### src/rtl/axf_pkg.sv
package axf_pkg;
  localparam int unsigned NCH = 3;
  typedef enum logic [1:0] {
    CH_RD_TXN  = 2'd0,
    CH_WR_TXN  = 2'd1,
    CH_RD_BEAT = 2'd2
  } axf_ch_e;
  // Enable bit of channel k sits at EN_TOP - k in the control register.
  localparam int unsigned EN_TOP = 31;
endpackage

### src/rtl/axf_id_match.sv
module axf_id_match #(
  parameter int unsigned ID_W = 18
) (
  input  logic            valid,
  input  logic            ready,
  input  logic [ID_W-1:0] id,
  input  logic [ID_W-1:0] ref_id,
  input  logic [ID_W-1:0] mask,
  input  logic            enable,
  output logic            hit
);
  logic [ID_W-1:0] diff;
  always_comb begin
    diff = (id ^ ref_id) & mask;
    hit  = enable && valid && ready && (diff == '0);
  end
endmodule

### src/rtl/axf_pulse_reg.sv
module axf_pulse_reg #(
  parameter int unsigned N = 3
) (
  input  logic         clk,
  input  logic         rst_n,
  input  logic [N-1:0] d,
  output logic [N-1:0] q
);
  always_ff @(posedge clk or negedge rst_n) begin
    if (!rst_n) q <= '0;
    else        q <= d;
  end
endmodule

### src/rtl/axf_event_filter.sv
module axf_event_filter #(
  parameter int unsigned ID_W  = 18,
  parameter int unsigned REG_W = 32
) (
  input  logic             clk,
  input  logic             rst_n,
  input  logic [REG_W-1:0] cfg_ctrl,
  input  logic [REG_W-1:0] cfg_match,
  input  logic             ar_valid,
  input  logic             ar_ready,
  input  logic [ID_W-1:0]  ar_id,
  input  logic             aw_valid,
  input  logic             aw_ready,
  input  logic [ID_W-1:0]  aw_id,
  input  logic             r_valid,
  input  logic             r_ready,
  input  logic [ID_W-1:0]  r_id,
  output logic             evt_rd_txn,
  output logic             evt_wr_txn,
  output logic             evt_rd_beat
);
  import axf_pkg::*;
  localparam int unsigned EN_LO = EN_TOP - NCH + 1;

  logic [NCH-1:0]  ch_valid, ch_ready, ch_en, ch_hit, ch_evt;
  logic [ID_W-1:0] ch_id [NCH];
  logic            unused_cfg;

  assign unused_cfg = ^{cfg_ctrl[EN_LO-1:ID_W], cfg_match[REG_W-1:ID_W]};

  always_comb begin
    ch_valid[CH_RD_TXN]  = ar_valid;
    ch_ready[CH_RD_TXN]  = ar_ready;
    ch_id[CH_RD_TXN]     = ar_id;
    ch_valid[CH_WR_TXN]  = aw_valid;
    ch_ready[CH_WR_TXN]  = aw_ready;
    ch_id[CH_WR_TXN]     = aw_id;
    ch_valid[CH_RD_BEAT] = r_valid;
    ch_ready[CH_RD_BEAT] = r_ready;
    ch_id[CH_RD_BEAT]    = r_id;
  end

  for (genvar k = 0; k < NCH; k++) begin : g_ch
    assign ch_en[k] = cfg_ctrl[EN_TOP - k];
    axf_id_match #(.ID_W(ID_W)) u_match (
      .valid  (ch_valid[k]),
      .ready  (ch_ready[k]),
      .id     (ch_id[k]),
      .ref_id (cfg_match[ID_W-1:0]),
      .mask   (cfg_ctrl[ID_W-1:0]),
      .enable (ch_en[k]),
      .hit    (ch_hit[k])
    );
  end

  axf_pulse_reg #(.N(NCH)) u_reg (
    .clk   (clk),
    .rst_n (rst_n),
    .d     (ch_hit),
    .q     (ch_evt)
  );

  assign evt_rd_txn  = ch_evt[CH_RD_TXN];
  assign evt_wr_txn  = ch_evt[CH_WR_TXN];
  assign evt_rd_beat = ch_evt[CH_RD_BEAT];
endmodule

### config.mk
export PLATFORM = sky130hd
export DESIGN_NAME = axf_event_filter
export DESIGN_NICKNAME = d
export VERILOG_FILES = /design/src/rtl/axf_pkg.sv /design/src/rtl/axf_id_match.sv /design/src/rtl/axf_pulse_reg.sv /design/src/rtl/axf_event_filter.sv
export SDC_FILE = /design/constraint.sdc
export NUM_CORES = 1
export LEC_CHECK = 0
export BUFFER_PORTS_ARGS = -buffer_cell sky130_fd_sc_hd__buf_2
export CORE_AREA = 4 4 49 68
export DETAILED_ROUTE_END_ITERATION = 16
export DIE_AREA = 0 0 53 72
export PLACE_DENSITY = 0.85
export SYNTH_ARGS = -nofsm -noshare
export SYNTH_HDL_FRONTEND = slang
export SYNTH_HIERARCHICAL = 1
export SYNTH_SLANG_ARGS = --single-unit
### constraint.sdc
create_clock -name clk -period 0.8 [get_ports clk]
set_input_delay 0.08 -clock clk [delete_from_list [all_inputs] [get_ports clk]]
set_output_delay 0.08 -clock clk [all_outputs]
set_load 0.03 [all_outputs]
==> summary.md, run 1 <==
| Metric | Value |
|---|---|
| Outcome | `complete, but fails checks` |
| Failing checks | `negative setup slack` |
| Starting Density | `30.3%` |
| WL final | `3110 um` |
| Peak VDD IR | `0.000698 V` |
| DRC viols | `0` |
| Number of global-route vias before repair | `1306` |
| Metal1 wirelength | `994 um` |
| RSZ-0062 raised after global routing | `true` |
| Top Metal Used | `met4` |
| Setup WS post-layout | `-0.00459 ns` |
| Root buffer cell | `clkbuf_8` |
| Biggest registers after layout | `u_reg/q (3)` |
| FP Rows | `23` |
| Slew margin rel. | `81.1%` |
| Bufs and invs on worst path | `1` |
| Clock sinks | `3` |
| Synthesized cell area | `845 um^2` |
| Fin. max-slew vios | `0` |
| WL met3 | `276 um` |
| Largest register FFs | `3` |
| Startpoint type of the worst setup path | `flop` |
| Met2 WL | `1830 um` |
| DR vias/cell | `4.83` |
| Largest cells by area after synthesis | `xor2_1, a22oi_1, dfrtp_1` |
| Tcrit/Tclk final | `101%` |
| Number of post-CTS setup repair buffers | `0` |
| Fillers | `290` |
| Clock transition at path regs | `0.03 ns` |
| Setup violations, final | `1` |
| Critical path depth in cells | `1` |
| DR vias | `1178` |
| Die height | `72 um` |
| Pre-CTS setup slack | `-0.212 ns` |
| Gr usage total | `16.4%` |
| Number of distinct library cells after synthesis | `9` |
| Post-layout min period | `0.805 ns` |
| Required @ worst endpoint | `0.72 ns` |
| 1st-pass router iterations | `4` |
| Flops & latches, synth | `3` |
| Synth Warn # | `6` |
| Total of max-cap violations | `0` |
| Hold path start | `cfg_ctrl[9]` |
| Final Wtd Congestion | `0.666` |
| Initial antenna violation count | `0` |
| Largest Register | `u_reg/q` |
| ANT nets after route | `0` |
| Core ar. | `2790 um^2` |
| Hold depth | `4` |
| Pleak | `0.807 nW` |
| Final Hold Vio Count | `0` |
| Full die area | `3820 um^2` |
| Reg area | `75.1 um^2` |
| Hold crit path type | `input port to flop` |
| Worst hold slack | `0.159 ns` |
| Pin count of the biggest net entering global routing | `4` |
| Peak Freq | `1.24 GHz` |
| Fin util | `53.7%` |
| Wire length per cell | `12.8 um` |
| Critical path arrival | `0.72 ns` |
| Top delay family on crit path | `flip-flops` |
| CP Capture Type | `output port` |
| Post-DP HPWL | `2890 um` |
| Post-Place Cell Area | `1410 um^2` |
| CTS tree | `yes` |
| Commonest non-fill, non-tap cell in the layout | `buf_2` |
| GRT overflow | `0` |
| Clock Path Buffers | `2` |
| Worst Hold End | `u_reg/q[1]$_DFF_PN0_` |
| Slew @ Worst Pin | `0.283 ns` |
| Die Span X | `53 um` |
| Layout area overhead | `77.6%` |
| Most frequent cells in the layout | `buf_2, xor2_1, a22oi_1` |
| Crit-path cells | `buf_6` |
| H-tree Lvls | `1` |
| Starting DRT DRC Count | `11` |
| Max incr delay on CP | `0.37 ns` |
| Io pins | `129` |
| Post-route design area | `1500 um^2` |
| Mean post-synth cell area | `8.53 um^2` |
| First-pass GRT wire length | `4850 um` |
| CTS buffer count | `3` |
| Sequential fraction of the synthesis area | `8.89%` |
| Fin nets | `334` |
| ANT cells | `0` |
| Power Density | `858 nW/um^2` |
| PortBufs | `103` |
| Leading area contributor after synthesis | `xor2_1` |
| Top cell type's share of synthesized area | `56.0%` |
| Syn_nets | `225` |
| Syn Inst Count | `99` |
| CP max stage cell | `dfrtp_1` |
| CP max FO | `1` |
| Multi-input gate area | `758 um^2` |
| Layout cells sized above 1 | `52.7%` |
| Kind of critical path | `flop to output port` |
-- where the power goes --
part | leakage [nW] | internal, W | total, W | switching (W)
Combinational | 0.742 | 0.000377 | 0.000695 | 0.000318
Clock | 0.0228 | 0.000340 | 0.000439 | 0.0000991
Sequential | 0.0419 | 0.000153 | 0.000153 | 0.000000110
Total | 0.807 | 0.000870 | 0.00129 | 0.000418
-- cells in the mapped netlist --
| master | count |
|---|---|
| a21oi_1 | 3 |
| a222oi_1 | 3 |
| a22oi_1 | 21 |
| dfrtp_1 | 3 |
| inv_1 | 3 |
| nand3_1 | 3 |
| nand4_1 | 6 |
| nor3_2 | 3 |
| xor2_1 | 54 |
-- kinds of logic after synthesis --
logic type | after synthesis | synth area share, %
XOR/XNOR | 54 | 56.0
AO/OA/AOI/OAI | 27 | 24.0
AND/OR/NAND/NOR | 12 | 9.78
flip-flops | 3 | 8.89
buffers and inverters | 3 | 1.33
-- layer usage --
metal	up-vias	track usage (%)
li1	585	-
met1	533	14.5
met2	58	34.8
met3	2	4.72
met4	0	1.70
met5	-	0
-- what timing repair did --
item / CTS / global route
pin swaps: 0 / 18
hold buffers: 1 / 0
setup endpoints to repair: 3 / 6
resized for setup: 6 / 7
endpoints found under the hold margin: 3 / 0
-- worst max path at each step --
stage | startpoint | to | slack (ns)
after detailed placement | cfg_match[10] | u_reg/q[1]$_DFF_PN0_ | -0.21
after global placement | cfg_match[14] | u_reg/q[1]$_DFF_PN0_ | -0.21
final | u_reg/q[1]$_DFF_PN0_ | evt_wr_txn | -0.005
after global routing | u_reg/q[0]$_DFF_PN0_ | evt_rd_txn | -0.02
after floorplan | cfg_match[17] | u_reg/q[0]$_DFF_PN0_ | 0.05
after CTS | u_reg/q[0]$_DFF_PN0_ | evt_rd_txn | -0.007
-- area by class of cell --
class                   instances  area share, %
flip-flops and latches          3           5.00
well taps                      37           3.09
clock buffers                   4           3.00
inverters                       3          0.751
multi-input cells              93           50.5
repair buffers                104           37.6
-- stage by stage --
step | power, W | std cells | TNS [ns]
after CTS | 0.00130 | 244 | -0.0136
after detailed placement | 0.000842 | 239 | -0.593
after global routing | 0.00140 | 244 | -0.0901
after global placement | 0.000830 | 239 | -0.597
after floorplan | 0.000448 | 99 | 0
final | 0.00129 | 244 | -0.00459
No activity file was read; power rests on OpenSTA's default activity.
==> run 2, diff against run 1 <==
--- a/config.mk
+++ b/config.mk
@@ -6,10 +6,11 @@
 export NUM_CORES = 1
 export LEC_CHECK = 0
 export BUFFER_PORTS_ARGS = -buffer_cell sky130_fd_sc_hd__buf_2
-export CORE_AREA = 4 4 49 68
+export CORE_AREA = 4 4 44 75
+export CTS_CLUSTER_SIZE = 28
 export DETAILED_ROUTE_END_ITERATION = 16
-export DIE_AREA = 0 0 53 72
-export PLACE_DENSITY = 0.85
+export DIE_AREA = 0 0 48 79
+export PLACE_DENSITY_LB_ADDON = 0.08
 export SYNTH_ARGS = -nofsm -noshare
 export SYNTH_HDL_FRONTEND = slang
 export SYNTH_HIERARCHICAL = 1
==> summary.md, run 2 (synthesis gave the netlist of run 1 again) <==
| Metric | Value |
|---|---|
| Layout cells sized above 1 | `53.6% (was 52.7%)` |
| WL final | `2980 um (was 3110 um)` |
| Comb pwr share | `54.9% (was 54.0%)` |
| Number of post-CTS setup repair buffers | `0 (unchanged)` |
| Setup violations, final | `0 (was 1)` |
| Critical path arrival | `0.71 ns (was 0.72 ns)` |
| Final Hold Vio Count | `0 (unchanged)` |
| Fillers | `259 (was 290)` |
| Top delay family on crit path | `flip-flops (unchanged)` |
| Sw frac | `31.2% (was 32.4%)` |
| Final Wtd Congestion | `0.713 (was 0.666)` |
| Full die area | `3790 um^2 (was 3820 um^2)` |
| Core ar. | `2690 um^2 (was 2790 um^2)` |
| Initial antenna violation count | `0 (unchanged)` |
| CTS tree | `yes (unchanged)` |
| Int Pwr | `0.000886 W (was 0.000870 W)` |
| Starting DRT DRC Count | `26 (was 11)` |
| Layout area overhead | `80.4% (was 77.6%)` |
| Hold crit path type | `input port to flop (unchanged)` |
| Pin count of the biggest net entering global routing | `4 (unchanged)` |
| Kind of critical path | `flop to output port (unchanged)` |
| Outcome | `finished clean (was complete, but fails checks)` |
| Fin. max-slew vios | `0 (unchanged)` |
| 1st-pass router iterations | `4 (unchanged)` |
| PortBufs | `103 (unchanged)` |
| Number of global-route vias before repair | `1183 (was 1306)` |
| Clock sinks | `3 (unchanged)` |
| Fin nets | `334 (unchanged)` |
| RSZ-0062 raised after global routing | `true (unchanged)` |
| Starting Density | `31.4% (was 30.3%)` |
| Slew margin rel. | `80.7% (was 81.1%)` |
| Slew @ Worst Pin | `0.289 ns (was 0.283 ns)` |
| Die Span X | `48 um (was 53 um)` |
| CP max FO | `1 (unchanged)` |
| CTS buffer count | `3 (unchanged)` |
| Setup WS post-layout | `0.0121 ns (was -0.00459 ns)` |
| Commonest non-fill, non-tap cell in the layout | `buf_2 (unchanged)` |
| First-pass GRT wire length | `4230 um (was 4850 um)` |
| FP Rows | `25 (was 23)` |
| CP Capture Type | `output port (unchanged)` |
| Setup TNS Final | `0 ns (was -0.00459 ns)` |
| Root buffer cell | `clkbuf_8 (unchanged)` |
| Largest Register | `u_reg/q (unchanged)` |
| Biggest registers after layout | `u_reg/q (3) (unchanged)` |
| Clock Path Buffers | `2 (unchanged)` |
| DR vias/cell | `4.94 (was 4.83)` |
| CP max stage cell | `dfrtp_1 (unchanged)` |
| Max incr delay on CP | `0.36 ns (was 0.37 ns)` |
| Total of max-cap violations | `0 (unchanged)` |
| Startpoint type of the worst setup path | `flop (unchanged)` |
| Die height | `79 um (was 72 um)` |
| Power Density | `845 nW/um^2 (was 858 nW/um^2)` |
| Largest register FFs | `3 (unchanged)` |
| Clock transition at path regs | `0.03 ns (about the same)` |
| H-tree Lvls | `1 (unchanged)` |
| Post-DP HPWL | `2790 um (was 2890 um)` |
| ANT nets after route | `0 (unchanged)` |
| Pre-CTS setup slack | `-0.219 ns (was -0.212 ns)` |
| Tcrit/Tclk final | `98.5% (was 101%)` |
| DR vias | `1157 (was 1178)` |
| Peak Freq | `1.27 GHz (was 1.24 GHz)` |
| Peak VDD IR | `0.000642 V (was 0.000698 V)` |
| ANT cells | `0 (unchanged)` |
| GRT overflow | `0 (unchanged)` |
| Most frequent cells in the layout | `buf_2, xor2_1, a22oi_1 (unchanged)` |
| Gr usage total | `14.6% (was 16.4%)` |
| Wire length per cell | `12.7 um (was 12.8 um)` |
| DRC viols | `0 (unchanged)` |
| Required @ worst endpoint | `0.72 ns (about the same)` |
| Io pins | `129 (unchanged)` |
| Final Power | `0.00129 W (about the same)` |
| Clk pwr share | `33.2% (was 34.1%)` |
| Post-layout min period | `0.788 ns (was 0.805 ns)` |
| Pleak | `0.816 nW (was 0.807 nW)` |
| Bufs and invs on worst path | `1 (unchanged)` |
| Crit-path cells | `buf_6 (unchanged)` |
| Switch Pwr | `0.000402 W (was 0.000418 W)` |
| Seq pwr share | `11.9% (about the same)` |
| Worst hold slack | `0.175 ns (was 0.159 ns)` |
==> run 2: changes by cell type in the layout (fill, tap and decap cells not counted) <==
| cell | before | now |
|---|---|---|
| a22oi_1 | 21 | 19 |
| a22oi_2 | 0 | 2 |
| buf_2 | 95 | 92 |
| buf_4 | 3 | 2 |
| buf_6 | 5 | 8 |
| buf_8 | 0 | 1 |
==> run 2: final timing paths <==
path	startpoint	end	slack, ns	depth (start not counted)
min in group asynchronous	rst_n	u_reg/q[0]$_DFF_PN0_	0.20	2
max	u_reg/q[0]$_DFF_PN0_	evt_rd_txn	0.01	1
min	cfg_ctrl[9]	u_reg/q[0]$_DFF_PN0_	0.18	4
max in group asynchronous	rst_n	u_reg/q[2]$_DFF_PN0_	0.50	2
==> run 2: per-layer routing <==
metal | GRT usage [%] | routed length, um | share of wire, %
met1 | 13.0 | 896 | 30
met2 | 30.4 | 1710 | 57
met3 | 3.63 | 370 | 12
met4 | 0.809 | 0 | 0
met5 | 0 | 0 | 0
==> run 2: power groups by stage <==
stage / Combinational [W] / Sequential, W / Clock, W
after floorplan: 0.000292 / 0.000155 / 0
after global placement: 0.000665 / 0.000155 / 0
after detailed placement: 0.000676 / 0.000155 / 0
after CTS: 0.000683 / 0.000153 / 0.000437
after global routing: 0.000782 / 0.000153 / 0.000452
final: 0.000707 / 0.000153 / 0.000428
==> run 2: tightest hold or removal path, cell delays in order <==
cell and delay, ns:
buf_2 0.10, a222oi_1 0.06, inv_1 0.07, nor3_2 0.04
==> run 2: timing repair <==
action                                  4_1_cts  5_1_grt
pin swaps                                     2       17
endpoints found under the setup margin        4        6
gates resized for setup                       6       16
hold buffers                                  1        0
endpoints found under the hold margin         3        0
==> run 2: area by class of cell <==
cell class	instances	area (um^2)	area share (%)
Multi-Input combinational cell	93	768	50.4
Timing Repair Buffer	104	591	38.8
Sequential cell	3	75.1	4.93
Clock buffer	4	45.0	2.96
Tap cell	27	33.8	2.22
Inverter	3	11.3	0.739
==> run 2: stage by stage <==
step	util, %	cells	cell area (um^2)
3_3_place_gp	51.8	229	1390
3_5_place_dp	51.8	229	1390
2_1_floorplan	-	99	845
5_1_grt	56.7	234	1520
4_1_cts	54.6	234	1470
6_report	56.7	234	1520
